[src/rtl/adc_pwr_pkg.sv]
package adc_pwr_pkg;
  typedef enum logic [1:0] {ST_IDLE, ST_WAIT, ST_ACTIVE} pwr_state_e;
  typedef enum logic [1:0] {PM_NORMAL, PM_STANDBY, PM_OFF} pwr_mode_e;
endpackage

[src/rtl/adc_pwr_delay.sv]
module adc_pwr_delay #(
  parameter int unsigned DLY_W = 6
) (
  input  logic             clk_i,
  input  logic             rst_ni,
  input  logic             run_i,
  input  logic [DLY_W-1:0] dly_i,
  output logic             done_o
);
  localparam logic [DLY_W-1:0] ONE = DLY_W'(1);

  logic             counting_q;
  logic [DLY_W-1:0] cnt_q;
  logic [DLY_W-1:0] rem;

  // first cycle of a run takes the programmed value directly, so 0 means no wait
  assign rem    = counting_q ? cnt_q : dly_i;
  assign done_o = run_i && (rem == '0);

  always_ff @(posedge clk_i or negedge rst_ni) begin
    if (!rst_ni) begin
      counting_q <= 1'b0;
      cnt_q      <= '0;
    end else if (!run_i || done_o) begin
      counting_q <= 1'b0;
    end else begin
      counting_q <= 1'b1;
      cnt_q      <= rem - ONE;
    end
  end
endmodule

[src/rtl/adc_pwr_ctrl.sv]
module adc_pwr_ctrl
  import adc_pwr_pkg::*;
#(
  parameter int unsigned N_CONV = 2
) (
  input  logic              clk_i,
  input  logic              rst_ni,
  input  pwr_mode_e         mode_i,
  input  logic [N_CONV-1:0] pd_i,
  input  logic [N_CONV-1:0] req_mask_i,
  input  logic              scan_req_i,
  input  logic              scan_done_i,
  input  logic              dly_done_i,
  output pwr_state_e        state_o,
  output logic [N_CONV-1:0] target_o,
  output logic [N_CONV-1:0] busy_o,
  output logic              grant_o,
  output logic              run_o
);
  pwr_state_e        state_q, state_d;
  logic [N_CONV-1:0] target_q, target_d, busy_q, busy_d;
  logic              grant_q, lowpwr, idle_req, acc_norm, acc_lp;

  assign lowpwr   = (mode_i != PM_NORMAL);
  assign idle_req = (state_q == ST_IDLE) && scan_req_i && (|req_mask_i);
  assign acc_norm = !lowpwr && idle_req && ((req_mask_i & busy_q) == '0);
  assign acc_lp   = lowpwr && idle_req && ((req_mask_i & pd_i) == '0);

  // normal mode: counter runs while any switched-on converter is not ready
  assign run_o = lowpwr ? (state_q == ST_WAIT) : (|(busy_q & ~pd_i));

  always_comb begin
    state_d  = state_q;
    target_d = target_q;
    unique case (state_q)
      ST_IDLE: begin
        if (acc_norm) begin
          state_d  = ST_ACTIVE;
          target_d = req_mask_i;
        end else if (acc_lp) begin
          state_d  = ST_WAIT;
          target_d = (mode_i == PM_OFF) ? (req_mask_i & ~pd_i) : ~pd_i;
        end
      end
      ST_WAIT:   if (dly_done_i) state_d = ST_ACTIVE;
      ST_ACTIVE: if (scan_done_i) state_d = ST_IDLE;
      default:   state_d = ST_IDLE;
    endcase
  end

  always_comb begin
    busy_d = busy_q;
    if (!lowpwr && dly_done_i) busy_d = busy_q & pd_i;
    if (lowpwr && state_q == ST_WAIT && dly_done_i) busy_d = busy_q & ~target_q;
    if (lowpwr && (state_q == ST_IDLE || (state_q == ST_ACTIVE && scan_done_i)))
      busy_d = '1;
    busy_d = busy_d | pd_i;
  end

  always_ff @(posedge clk_i or negedge rst_ni) begin
    if (!rst_ni) begin
      state_q  <= ST_IDLE;
      target_q <= '0;
      busy_q   <= '1;
      grant_q  <= 1'b0;
    end else begin
      state_q  <= state_d;
      target_q <= target_d;
      busy_q   <= busy_d;
      grant_q  <= acc_norm || (state_q == ST_WAIT && dly_done_i);
    end
  end

  assign state_o  = state_q;
  assign target_o = target_q;
  assign busy_o   = busy_q;
  assign grant_o  = grant_q;
endmodule

[src/rtl/adc_pwr_drive.sv]
module adc_pwr_drive
  import adc_pwr_pkg::*;
#(
  parameter int unsigned N_CONV = 2
) (
  input  pwr_mode_e         mode_i,
  input  pwr_state_e        state_i,
  input  logic [N_CONV-1:0] pd_i,
  input  logic [N_CONV-1:0] target_i,
  output logic [N_CONV-1:0] en_o,
  output logic [N_CONV-1:0] full_o
);
  logic busy_phase;
  assign busy_phase = (state_i != ST_IDLE);

  for (genvar n = 0; n < N_CONV; n++) begin : g_conv
    logic sel;
    assign sel       = busy_phase && target_i[n];
    assign en_o[n]   = !pd_i[n] && ((mode_i == PM_OFF) ? sel : 1'b1);
    assign full_o[n] = !pd_i[n] && ((mode_i == PM_NORMAL) ? 1'b1 : sel);
  end
endmodule

[src/rtl/adc_pwr_seq.sv]
module adc_pwr_seq
  import adc_pwr_pkg::*;
#(
  parameter int unsigned N_CONV = 2,
  parameter int unsigned DLY_W  = 6
) (
  input  logic              clk_i,
  input  logic              rst_ni,
  input  logic [N_CONV-1:0] pd_i,
  input  logic              asb_en_i,
  input  logic              apd_en_i,
  input  logic [DLY_W-1:0]  pu_dly_i,
  input  logic [N_CONV-1:0] req_mask_i,
  input  logic              scan_req_i,
  input  logic              scan_done_i,
  output logic [N_CONV-1:0] conv_en_o,
  output logic [N_CONV-1:0] conv_full_o,
  output logic [N_CONV-1:0] pwr_busy_o,
  output logic              scan_grant_o,
  output logic              scan_active_o
);
  pwr_mode_e         mode;
  pwr_state_e        state;
  logic [N_CONV-1:0] target;
  logic              run, dly_done;

  assign mode = apd_en_i ? PM_OFF : (asb_en_i ? PM_STANDBY : PM_NORMAL);

  adc_pwr_delay #(.DLY_W(DLY_W)) i_delay (
    .clk_i  (clk_i),
    .rst_ni (rst_ni),
    .run_i  (run),
    .dly_i  (pu_dly_i),
    .done_o (dly_done)
  );

  adc_pwr_ctrl #(.N_CONV(N_CONV)) i_ctrl (
    .clk_i       (clk_i),
    .rst_ni      (rst_ni),
    .mode_i      (mode),
    .pd_i        (pd_i),
    .req_mask_i  (req_mask_i),
    .scan_req_i  (scan_req_i),
    .scan_done_i (scan_done_i),
    .dly_done_i  (dly_done),
    .state_o     (state),
    .target_o    (target),
    .busy_o      (pwr_busy_o),
    .grant_o     (scan_grant_o),
    .run_o       (run)
  );

  adc_pwr_drive #(.N_CONV(N_CONV)) i_drive (
    .mode_i   (mode),
    .state_i  (state),
    .pd_i     (pd_i),
    .target_i (target),
    .en_o     (conv_en_o),
    .full_o   (conv_full_o)
  );

  assign scan_active_o = (state == ST_ACTIVE);
endmodule

[config.mk]
export PLATFORM = sky130hd
export DESIGN_NAME = adc_pwr_seq
export DESIGN_NICKNAME = d
export VERILOG_FILES = /design/src/rtl/adc_pwr_pkg.sv /design/src/rtl/adc_pwr_delay.sv /design/src/rtl/adc_pwr_ctrl.sv /design/src/rtl/adc_pwr_drive.sv /design/src/rtl/adc_pwr_seq.sv
export SDC_FILE = /design/constraint.sdc
export NUM_CORES = 1
export LEC_CHECK = 0
export ABC_AREA = 1
export BUFFER_PORTS_ARGS = -buffer_cell sky130_fd_sc_hd__clkbuf_2
export CAP_MARGIN = 20
export CORE_MARGIN = 2
export CORE_UTILIZATION = 35
export CTS_CLUSTER_SIZE = 16
export DETAILED_ROUTE_END_ITERATION = 12
export GPL_ROUTABILITY_DRIVEN = 1
export PLACE_DENSITY_LB_ADDON = 0.25
export SYNTH_ARGS = -nofsm -noshare
export SYNTH_HDL_FRONTEND = slang
export SYNTH_SLANG_ARGS = --single-unit
[constraint.sdc]
create_clock -name clk_i -period 2.1 [get_ports clk_i]
set_input_delay 0.42 -clock clk_i [delete_from_list [all_inputs] [get_ports clk_i]]
set_output_delay 0.42 -clock clk_i [all_outputs]
set_load 0.05 [all_outputs]
==> flow_metrics.py <==
metrics = {
    "cts": {
        "clock_latency_ns": 0.28,
        "clock_path_buffers": 2,
        "clock-sinks": 14,
        "cts_tree": "built",
        "ctsHoldBuffers": 0,
        "h-tree-depth": 1,
        "cts.repair.resized": 0,
        "clockRootBuffer": "clkbuf_4",
        "cts_setup_buffers": 0,
        "clkTransAtPathRegs_ns": 0.09,
        "cts_made_buffers": 3,
    },
    "synthesis": {
        "synth_area_per_cell_sq_um": 6.96,
        "synth.mux.area_fraction_pct": 0,
        "synth_top_area_cell": "dfrtp_1",
        "synth_cell_types": 23,
        "synth.most_common_cell": "nand2_1",
        "synth_common_cells": "nand2_1, inv_1, dfrtp_1, nand3_1, nand2_2",
        "synth_top_family_by_area": "simple AND/OR/NAND/NOR gates",
        "ys_seq_elements": 14,
        "synth_seq_area_share_pct": 31.3,
        "ys.flop_type": "dfrtp_1",
        "async_flop_share_pct": 100,
        "synth_nets": 180,
        "yosys-top-cells-area": "dfrtp_1, nand2_1, inv_1",
        "synth_area_sq_um": 1130,
        "synthAdderAreaFrac_pct": 2.22,
        "synth-simple-area-share_pct": 44.8,
        "synth-edff-count": 0,
        "ys_warn_count": 0,
        "syn_inst": 162,
        "netlist.area_leader.share_pct": 26.6,
        "synth_compound_area_share_pct": 10.5,
        "synth_xor_area_share_pct": 0.777,
    },
    "floorplanning": {
        "core_area_sq_um": 3050,
        "die_area_sq_um": 3690,
        "die_w_um": 60.8,
        "initial_core_util_pct": 36.9,
        "fp-row-count": 20,
        "io_pins": 24,
        "fp.dieH_um": 60.8,
    },
    "cells_and_area": {
        "nets": 209,
        "num_antenna_cells": 0,
        "drive_gt1_share_pct": 30.5,
        "area_delta_synth_final_pct": 18.6,
    },
    "timing": {
        "finalHoldViolCount": 0,
        "setup_tns_ns": 0,
        "worst_pin_slew_ns": 0.384,
        "fmax_mhz": 567,
        "fin_worst_skew_ns": 0.00660,
        "hold_ws_ns": 0.0268,
        "slew_violations": 0,
        "fin_crit_ns": 1.77,
        "relSlewSlack_pct": 74.2,
        "fin_crit_sh_pct": 84.1,
        "grt_setup_unrepaired": "false",
        "setup_viol": 0,
    },
    "grt": {
        "grtUsageTotal_pct": 16.0,
        "grt_pass1_wl_mm": 4.37,
        "antenna_found_initial": 0,
        "grt_remaining_overflow": 0,
        "grt_max_degree": 15,
        "first_global_vias": 1057,
    },
    "worst_hold_path": {
        "hold_class": "in -> async",
    },
    "drt": {
        "drtIter0Drc": 63,
        "vias": 1083,
        "drc": 0,
        "wl_per_cell_um": 10.9,
        "finalWirelength_mm": 2.56,
        "vias_per_cell": 4.63,
        "ant_nets": 0,
        "dr.pass1.iters": 4,
    },
    "place": {
        "gp_congestion": 0.796,
        "dp_hpwl_mm": 2.15,
        "io_buffers": 23,
    },
    "job": {
        "maxCapViolations": 0,
    },
    "setup_path": {
        "cp_slowest_cell": "dfrtp_1",
        "r2r_setup_slack_ns": 0.40,
        "worstRegToRegCells": 11,
        "arrival_ns": 1.35,
        "timing.rr.start": "i_delay.counting_q",
        "crit_required_ns": 1.68,
        "critPathMaxFanout": 3,
        "crit_top_cell": "nand2_1",
        "crit_type": "reg -> out",
        "r2r_end": "i_delay.cnt_q[2]",
        "start_kind": "flop",
        "cp_slowest_stage_delay_ns": 0.36,
        "cp_cell_sequence": "inv_1, nand2_1, nand2_1, a21oi_1, clkbuf_2",
        "worst_setup_path_end_kind": "primary output",
    },
    "power": {
        "ir_drop_v": 0.000376,
        "p_per_area_nw_per_um2": 1300,
        "p_leak_nw": 0.782,
    },
    "outcome": {
        "status": "finished clean",
    },
}
==> stage by stage <==
stage,cells,setup WS [ns],power (mW),utilization [%],cell area (sq um)
after global placement,230,0.465,1.54,42.6,1300
after CTS,234,0.324,1.75,43.8,1340
final,234,0.335,1.74,43.8,1340
after floorplan,162,0.257,1.34,-,1130
after detailed placement,230,0.411,1.55,42.6,1300
after global routing,234,0.256,1.90,43.8,1340
==> registers in the layout, indices dropped and copies added (netlist names) <==
name	cells
i_delay.cnt_q	6
i_ctrl.busy_o	2
i_ctrl.state_o	2
i_ctrl.target_o	2
i_ctrl.grant_o	1
i_delay.counting_q	1
==> how the worst max path moves through the flow <==
stage / slack, ns / from / to / cells after the start
2_1_floorplan: 0.26 / asb_en_i / conv_full_o[0] / 3
3_3_place_gp: 0.46 / apd_en_i / conv_full_o[0] / 5
3_5_place_dp: 0.41 / i_delay.counting_q / i_delay.cnt_q[2] / 11
4_1_cts: 0.32 / i_ctrl.state_o[1] / conv_en_o[1] / 5
5_1_grt: 0.26 / i_delay.counting_q / i_delay.cnt_q[2] / 11
6_report: 0.33 / i_ctrl.state_o[0] / conv_en_o[1] / 5
==> cells in the final DEF, fill, tap and decap left out, drive strengths merged <==
master and count:
nand2 73, clkbuf 27, inv 26, dfrtp 12
nand3 12, nor2 10, o21ai 10, a21oi 7
nand4 4, o211ai 2, ha 2, dfstp 2
buf 2, xor2 1
==> report_power, final <==
part	leakage (nW)	total, mW	internal [mW]	switching, mW
Combinational	0.590	1.07	0.368	0.706
Clock	0.0210	0.199	0.105	0.0931
Sequential	0.172	0.468	0.372	0.0961
==> area by class of cell <==
class / count / area [sq um]
multi-input combinational: 121 / 658
inverter: 26 / 105
timing repair buffer: 25 / 130
clock buffer: 4 / 36.3
fill: 320 / 1720
sequential: 14 / 353
tap: 44 / 55.1
==> critical path: cells and delay by family (launching register included) <==
kind	cells	cell delay, ns
flops	1	0.36
simple gates	2	0.20
compound gates	1	0.14
buf+inv	2	0.36
==> per-layer routing <==
metal	vias up	routed length, um	GRT usage (%)
met4	0	27	5.59
met1	494	1060	17.7
met3	2	80	1.92
li1	563	-	-
met5	-	0	0
met2	24	1390	31.0
==> cells by family (layout without fill, tap and decap cells) <==
family / count (synthesis) / count (layout)
XOR/XNOR: 1 / 1
AO/OA/AOI/OAI: 19 / 19
buffers and inverters: 27 / 55
AND/OR/NAND/NOR: 99 / 99
flip-flops: 14 / 14
adder cells (fa/ha/maj): 2 / 2
Note: power is estimated with default switching activity, not from simulation.
